## src/rtl/aftx_pkg.sv

```systemverilog
package aftx_pkg;
  localparam int unsigned SLOT_W  = 32;
  localparam int unsigned WCODE_W = $clog2(SLOT_W);
  localparam int unsigned POS_W   = 10;

  typedef enum logic [1:0] {
    JUST_I2S   = 2'd0,
    JUST_LEFT  = 2'd1,
    JUST_RIGHT = 2'd2,
    JUST_ALT   = 2'd3
  } just_e;
endpackage

```

## src/rtl/aftx_frame_track.sv

```systemverilog
module aftx_frame_track #(
  parameter int unsigned POS_W = 10
) (
  input  logic             clk_i,
  input  logic             rst_ni,
  input  logic             tick_i,
  input  logic             lrck_i,
  input  logic             pcm_i,
  output logic             start_o,
  output logic [POS_W-1:0] pos_o
);
  localparam logic [POS_W-1:0] POS_MAX = {POS_W{1'b1}};

  logic             lr_q;
  logic [POS_W-1:0] cnt_q;

  assign start_o = tick_i & (pcm_i ? (lrck_i & ~lr_q) : (~lrck_i & lr_q));
  assign pos_o   = start_o ? '0 : ((cnt_q == POS_MAX) ? POS_MAX : cnt_q + 1'b1);

  always_ff @(posedge clk_i or negedge rst_ni) begin
    if (!rst_ni) begin
      lr_q  <= 1'b0;
      cnt_q <= '0;
    end else if (tick_i) begin
      lr_q  <= lrck_i;
      cnt_q <= pos_o;
    end
  end
endmodule

```

## src/rtl/aftx_slot_sched.sv

```systemverilog
module aftx_slot_sched
  import aftx_pkg::*;
#(
  parameter int unsigned POS_W  = 10,
  parameter int unsigned SLOT_W = 32
) (
  input  logic [POS_W-1:0] pos_i,
  input  logic             pcm_i,
  input  logic [1:0]       just_i,
  input  logic [1:0]       dly_i,
  input  logic [1:0]       chan_sel_i,
  output logic             slot_start_o,
  output logic             slot_live_o,
  output logic             right_just_o
);
  localparam int unsigned SLOT_LG = $clog2(SLOT_W);
  localparam int unsigned IDX_W   = POS_W - SLOT_LG;

  logic [1:0]       off;
  logic [POS_W-1:0] rel;
  logic             in_range;
  logic [IDX_W-1:0] idx;
  logic [IDX_W-1:0] n_slots;

  always_comb begin
    if (pcm_i)                       off = dly_i;
    else if (just_i == 2'(JUST_I2S)) off = 2'd1;
    else                             off = 2'd0;
  end

  assign in_range     = pos_i >= POS_W'(off);
  assign rel          = pos_i - POS_W'(off);
  assign idx          = rel[POS_W-1:SLOT_LG];
  assign n_slots      = IDX_W'({chan_sel_i, 1'b0}) + IDX_W'(2);
  assign slot_start_o = in_range && (rel[SLOT_LG-1:0] == '0);
  assign slot_live_o  = idx < n_slots;
  assign right_just_o = ~pcm_i && (just_i == 2'(JUST_RIGHT));
endmodule

```

## src/rtl/aftx_word_align.sv

```systemverilog
module aftx_word_align #(
  parameter int unsigned SLOT_W  = 32,
  parameter int unsigned WCODE_W = 5
) (
  input  logic [SLOT_W-1:0]  word_i,
  input  logic [WCODE_W-1:0] wcode_i,
  input  logic               right_i,
  output logic [SLOT_W-1:0]  aligned_o
);
  logic [SLOT_W-1:0]  kept;
  logic [WCODE_W-1:0] lshift;

  for (genvar i = 0; i < SLOT_W; i++) begin : g_keep
    assign kept[i] = (WCODE_W'(i) <= wcode_i) ? word_i[i] : 1'b0;
  end

  assign lshift    = WCODE_W'(SLOT_W - 1) - wcode_i;
  assign aligned_o = right_i ? kept : (kept << lshift);
endmodule

```

## src/rtl/aftx_shifter.sv

```systemverilog
module aftx_shifter #(
  parameter int unsigned SLOT_W = 32
) (
  input  logic              clk_i,
  input  logic              rst_ni,
  input  logic              run_i,
  input  logic              tick_i,
  input  logic              load_i,
  input  logic [SLOT_W-1:0] data_i,
  output logic              sdo_o
);
  logic [SLOT_W-1:0] shreg_q;
  logic              sdo_q;

  always_ff @(posedge clk_i or negedge rst_ni) begin
    if (!rst_ni) begin
      shreg_q <= '0;
      sdo_q   <= 1'b0;
    end else if (!run_i) begin
      shreg_q <= '0;
      sdo_q   <= 1'b0;
    end else if (tick_i) begin
      if (load_i) begin
        sdo_q   <= data_i[SLOT_W-1];
        shreg_q <= data_i << 1;
      end else begin
        sdo_q   <= shreg_q[SLOT_W-1];
        shreg_q <= shreg_q << 1;
      end
    end
  end

  assign sdo_o = sdo_q;
endmodule

```

## src/rtl/audio_frame_tx.sv

```systemverilog
module audio_frame_tx
  import aftx_pkg::*;
(
  input  logic                clk_i,
  input  logic                rst_ni,
  input  logic                bclk_en_i,
  input  logic                lrck_i,
  input  logic                std_pcm_i,
  input  logic [1:0]          just_mode_i,
  input  logic [1:0]          sync_dly_i,
  input  logic [WCODE_W-1:0]  width_code_i,
  input  logic [1:0]          chan_sel_i,
  input  logic                xfer_en_i,
  input  logic [SLOT_W-1:0]   fifo_rdata_i,
  output logic                sdo_o,
  output logic                fifo_pop_o
);
  logic             start;
  logic [POS_W-1:0] pos;
  logic             slot_start, slot_live, right_just;
  logic             synced_q, synced_now, load;
  logic [SLOT_W-1:0] aligned, load_data;

  aftx_frame_track #(.POS_W(POS_W)) i_track (
    .clk_i  (clk_i),
    .rst_ni (rst_ni),
    .tick_i (bclk_en_i),
    .lrck_i (lrck_i),
    .pcm_i  (std_pcm_i),
    .start_o(start),
    .pos_o  (pos)
  );

  aftx_slot_sched #(.POS_W(POS_W), .SLOT_W(SLOT_W)) i_sched (
    .pos_i       (pos),
    .pcm_i       (std_pcm_i),
    .just_i      (just_mode_i),
    .dly_i       (sync_dly_i),
    .chan_sel_i  (chan_sel_i),
    .slot_start_o(slot_start),
    .slot_live_o (slot_live),
    .right_just_o(right_just)
  );

  aftx_word_align #(.SLOT_W(SLOT_W), .WCODE_W(WCODE_W)) i_align (
    .word_i   (fifo_rdata_i),
    .wcode_i  (width_code_i),
    .right_i  (right_just),
    .aligned_o(aligned)
  );

  // alignment only after a start edge seen while enabled
  always_ff @(posedge clk_i or negedge rst_ni) begin
    if (!rst_ni)        synced_q <= 1'b0;
    else if (!xfer_en_i) synced_q <= 1'b0;
    else if (start)      synced_q <= 1'b1;
  end

  assign synced_now = synced_q | start;
  assign load       = synced_now & slot_start;
  assign load_data  = slot_live ? aligned : '0;
  assign fifo_pop_o = xfer_en_i & bclk_en_i & load & slot_live;

  aftx_shifter #(.SLOT_W(SLOT_W)) i_shift (
    .clk_i (clk_i),
    .rst_ni(rst_ni),
    .run_i (xfer_en_i),
    .tick_i(bclk_en_i),
    .load_i(load),
    .data_i(load_data),
    .sdo_o (sdo_o)
  );
endmodule

```

## config.mk

```make
export PLATFORM = sky130hd
export DESIGN_NAME = audio_frame_tx
export DESIGN_NICKNAME = d
export VERILOG_FILES = /design/src/rtl/aftx_pkg.sv /design/src/rtl/aftx_frame_track.sv /design/src/rtl/aftx_slot_sched.sv /design/src/rtl/aftx_word_align.sv /design/src/rtl/aftx_shifter.sv /design/src/rtl/audio_frame_tx.sv
export SDC_FILE = /design/constraint.sdc
export NUM_CORES = 1
export LEC_CHECK = 0
export BUFFER_PORTS_ARGS = -buffer_cell sky130_fd_sc_hd__clkbuf_2
export CAP_MARGIN = 25
export CORE_ASPECT_RATIO = 0.5
export CORE_UTILIZATION = 45
export CTS_BUF_LIST = sky130_fd_sc_hd__clkbuf_2
export DETAILED_ROUTE_END_ITERATION = 16
export MAX_ROUTING_LAYER = met4
export PLACE_DENSITY = 0.66
export SLEW_MARGIN = 20
export SYNTH_ARGS = -nofsm -noshare
export SYNTH_HDL_FRONTEND = slang
export SYNTH_SLANG_ARGS = --single-unit
```

## constraint.sdc

```tcl
create_clock -name clk_i -period 3.5 [get_ports clk_i]
set_input_delay 0.175 -clock clk_i [delete_from_list [all_inputs] [get_ports clk_i]]
set_output_delay 0.175 -clock clk_i [all_outputs]
set_load 0.01 [all_outputs]
```

==> metrics list <==
* Result of the run: completed
* First-pass GRT wire length: 23300 µm
- Yosys Warn Count: 0
* Share of layout cells above drive strength 1: 27.7%
* Crit path required time: 3320 ps
* Cell mode on critical path: sky130_fd_sc_hd__buf_4
- The area growth from synthesis to layout is 15.5%.
- In this run, the number of DRC markers left after iteration 0 of detailed routing was 523.
- Die Y: 72.8 µm
- The path class of the tightest hold or removal check is input pin to register.
- For the worst-skew pair, the clock arrives at the later sink with an insertion delay of 410 ps.
- Count of endpoints failing setup in the final report: 0
- Antenna Violating Nets Remaining: 0
- Number of global-route vias before repair: 4291
- During placement, the flow inserted port buffers numbering 50.
- Clock tree synthesis found a total of 44 sinks.
* Summed instance area of the synthesized netlist: 4520 µm²
- Initial core utilization: 47.0%
- TritonCTS Buffers: 5
* Diodes inserted: 0
* Startpoint types: register
- The die is 144 µm wide.
- In this run the core area contains 25 standard-cell rows.
- On the final layout, the worst hold slack is 42.8 ps.
- Once layout is done, the placed cells without fillers occupy 5210 µm².
- Among all stages on the critical path, the largest delay is contributed by sky130_fd_sc_hd__or4b_4.
- Clock tree skew after final layout: 12.1 ps
- Summed over its instances, the top area cell type makes up 24.4% of the synthesized netlist area.
- Number of vias after detailed routing: 4830
- Dominant cells by area after synthesis: sky130_fd_sc_hd__dfrtp_1, sky130_fd_sc_hd__mux2_2, sky130_fd_sc_hd__a22oi_1, sky130_fd_sc_hd__mux2i_1, sky130_fd_sc_hd__nand2_1
- The worst hold path passes through 2 cells.
- NumNets Final: 676
* Relative slew slack: 43.2%
- Setup total negative slack on the finished layout was measured at 0 ps.
- Share of flip-flops with an asynchronous set or reset after synthesis: 100%
* Post-placement worst setup slack: 24.4 ps
* Count of state elements after synthesis: 44
* Achievable frequency: 289 MHz
- Launch point of the worst reg-to-reg path: i_track.lr_q
- Number of synthesized flops with an enable pin: 0
* Post-route setup slack: 35.7 ps
- Cells fill 54.3% of the core in the end.
* Depth of the most critical reg-to-reg path: 16
* H-tree level count: 2
- Of the synthesized area, sequential elements account for 24.4%.
- The hold violation total from the final report is 0.
* Overall routing resource usage: 30.0%
- Crit path cell chain: and4b_4 > a31oi_4 > o21ai_2 > buf_4 > buf_4 > buf_4 > fa_2 > inv_2 > nand2_1 > or4b_4 > o211ai_2 > and2_4 > nand3_4 > inv_2 > buf_6
- Synthesis produced a netlist with a net count of 618.
- Including well taps, the total number of placed cells is 729.
* CTS root buf: sky130_fd_sc_hd__clkbuf_2
- Non-Filler Instances: 756
* Final-report max-slew violation count: 0
- Full die area: 10500 µm²
* Category of the critical setup timing path: register to primary output
* End of the worst register-to-register path: i_shift.shreg_q[2]
- Weighted congestion reported at the end of routability-driven placement: 0.950
- After detailed routing, the number of vias per cell comes to 6.39.
- The largest single stage delay on the critical path is 500 ps.
- Dividing the synthesized area by the synthesized cell count gives 8.03 µm².
* Worst-Margin Slew: 842 ps
- Across the VDD grid, the largest voltage drop is 0.223 mV.
* Total length of routed wires: 14700 µm
- Detailed-router iteration count before antenna repair: 6
- Synthesis handed over a netlist of 562 instances.
* Most used flip-flop cell after synthesis: sky130_fd_sc_hd__dfrtp_1
- DRC errors left: 0
* Synth unique cells: 63
- Worst reg2reg setup slack: 240 ps
- Cell type with the highest aggregate area in the netlist: sky130_fd_sc_hd__dfrtp_1
* Max-capacitance violation count: 0
* Cell leakage power: 2.23 nW
- WL per Instance: 19.4 µm
- Pin count of the biggest net entering global routing: 33
- CTS clock-pin slew for the worst setup and hold paths: 230 ps
- Number of antenna violations at the first check in global routing: 0
- Startpoint of the most critical hold path: lrck_i
- At the worst endpoint, the arrival time is 3290 ps.
- Counting along the longest clock path gives a buffer depth of 2.
- Grt ovf: 0
* Unrepaired setup endpoints after global routing: yes
* I/O pin total: 51
- Largest driver fanout on the critical path: 4
- Area after detailed placement: 4950 µm²
* Core Area: 9600 µm²
* HPWL after DPL: 10900 µm
- The worst hold path terminates at i_track.lr_q.
* Total power after layout: 2.05 mW
* Share of the clock period used by the worst path after layout: 99.0%
- Tmin final: 3460 ps
* Power per cell area: 393 nW/µm²
- Endpoint class of the critical path: primary output
- TritonCTS built the clock tree.
==> sequential cells by signal, indices dropped and copies added, names as in the netlist <==
signal	flops
i_shift.sdo_o	1
i_track.lr_q	1
i_shift.shreg_q	31
i_track.cnt_q	10
synced_q	1
==> report_power, final <==
group          internal (mW)  switching [mW]
Combinational          0.584           0.654
Sequential             0.560          0.0300
Clock                 0.0462           0.175
==> Yosys cell counts (all sizes together), types with 3 or more instances <==
master	number
dfrtp	44
nand3	11
o21a	6
a21oi	33
buf	20
nor2b	3
o21ai	72
nand2b	3
nand2	61
nor3	8
mux4	6
and2	7
xnor2	5
nor2	40
a221o	3
mux2	35
mux2i	26
a31o	5
nand4	10
ha	6
clkbuf	27
o31ai	5
a21o	5
a32o	3
a32oi	4
a221oi	3
inv	14
a22o	3
and3	3
o22a	3
a22oi	39
o22ai	8
a211oi	6
a2bb2oi	5
a31oi	4
==> cells in the final DEF (no fill, tap or decap), types with 4 or more instances in the layout <==
| master | synthesis | routed |
|---|---|---|
| sky130_fd_sc_hd__a32oi_1 | 4 | 4 |
| sky130_fd_sc_hd__dfrtp_1 | 44 | 44 |
| sky130_fd_sc_hd__nand3_1 | 10 | 10 |
| sky130_fd_sc_hd__a22oi_1 | 39 | 39 |
| sky130_fd_sc_hd__nand4_1 | 10 | 10 |
| sky130_fd_sc_hd__xnor2_1 | 5 | 5 |
| sky130_fd_sc_hd__a31o_2 | 4 | 4 |
| sky130_fd_sc_hd__mux4_2 | 6 | 6 |
| sky130_fd_sc_hd__nor2_1 | 40 | 39 |
| sky130_fd_sc_hd__a21oi_1 | 33 | 32 |
| sky130_fd_sc_hd__and2_1 | 6 | 6 |
| sky130_fd_sc_hd__o31ai_1 | 5 | 5 |
| sky130_fd_sc_hd__buf_4 | 1 | 44 |
| sky130_fd_sc_hd__mux2i_1 | 26 | 26 |
| sky130_fd_sc_hd__inv_1 | 14 | 11 |
| sky130_fd_sc_hd__nor3_1 | 8 | 8 |
| sky130_fd_sc_hd__mux2_2 | 35 | 35 |
| sky130_fd_sc_hd__o21ai_1 | 31 | 32 |
| sky130_fd_sc_hd__a2bb2oi_1 | 5 | 5 |
| sky130_fd_sc_hd__clkbuf_2 | 0 | 54 |
| sky130_fd_sc_hd__a21o_1 | 5 | 5 |
| sky130_fd_sc_hd__nand2_1 | 61 | 60 |
| sky130_fd_sc_hd__o21a_1 | 6 | 6 |
| sky130_fd_sc_hd__o21ai_0 | 41 | 38 |
| sky130_fd_sc_hd__o22ai_1 | 8 | 8 |
| sky130_fd_sc_hd__a211oi_1 | 6 | 6 |
==> worst max-delay path by stage <==
| stage | startpoint | end | depth (start not counted) |
|---|---|---|---|
| floorplan | i_track.cnt_q[0] | fifo_pop_o | 18 |
| global placement | i_track.lr_q | i_shift.shreg_q[2] | 16 |
| detailed placement | i_track.lr_q | i_shift.shreg_q[2] | 16 |
| CTS | i_track.cnt_q[5] | fifo_pop_o | 17 |
| global route | i_track.cnt_q[8] | fifo_pop_o | 16 |
| finish | i_track.lr_q | fifo_pop_o | 15 |
==> per-layer routing <==
layer  GRT usage (%)  routed length [µm]  share of wire, %
met5               -                   0                 0
met1            44.5                6830                47
met3            3.08                1500                10
met2            44.4                6200                42
met4            4.61                 167               1.1
==> logic make-up after synthesis <==
logic type                 share of synthesized area, %
AOI/OAI and AO/OA                                  32.4
and+or+nand+nor                                    16.0
muxes                                              17.5
buffers and inverters                              6.48
DFF                                                24.4
adders and majority gates                          2.11
xor gates and xnor gates                           1.16
==> worst max-delay path: cells and delay by family, from the launching register on <==
family / cells / cell delay [ps]
AOI/OAI and AO/OA: 3 / 410
adders and majority gates: 1 / 390
buffers and inverters: 6 / 640
DFF: 1 / 400
and+or+nand+nor: 5 / 1050
==> repair_timing <==
item / CTS / global route
setup endpoints to repair: 25 / 2
pin swaps: 6 / 2
gates resized for setup: 17 / 5
setup buffers: 15 / 2
endpoints found under the hold margin: 18 / 0
hold buffers: 2 / 0
==> final cells by class <==
type	instances	area (µm²)
sequential	44	1100
inverter	15	56.3
tap	135	169
clock buffer	5	25.0
timing repair buffer	98	647
clock inverter	3	18.8
multi-input combinational	456	3200
fill	959	4390
No activity file was read; power rests on OpenSTA's default activity.
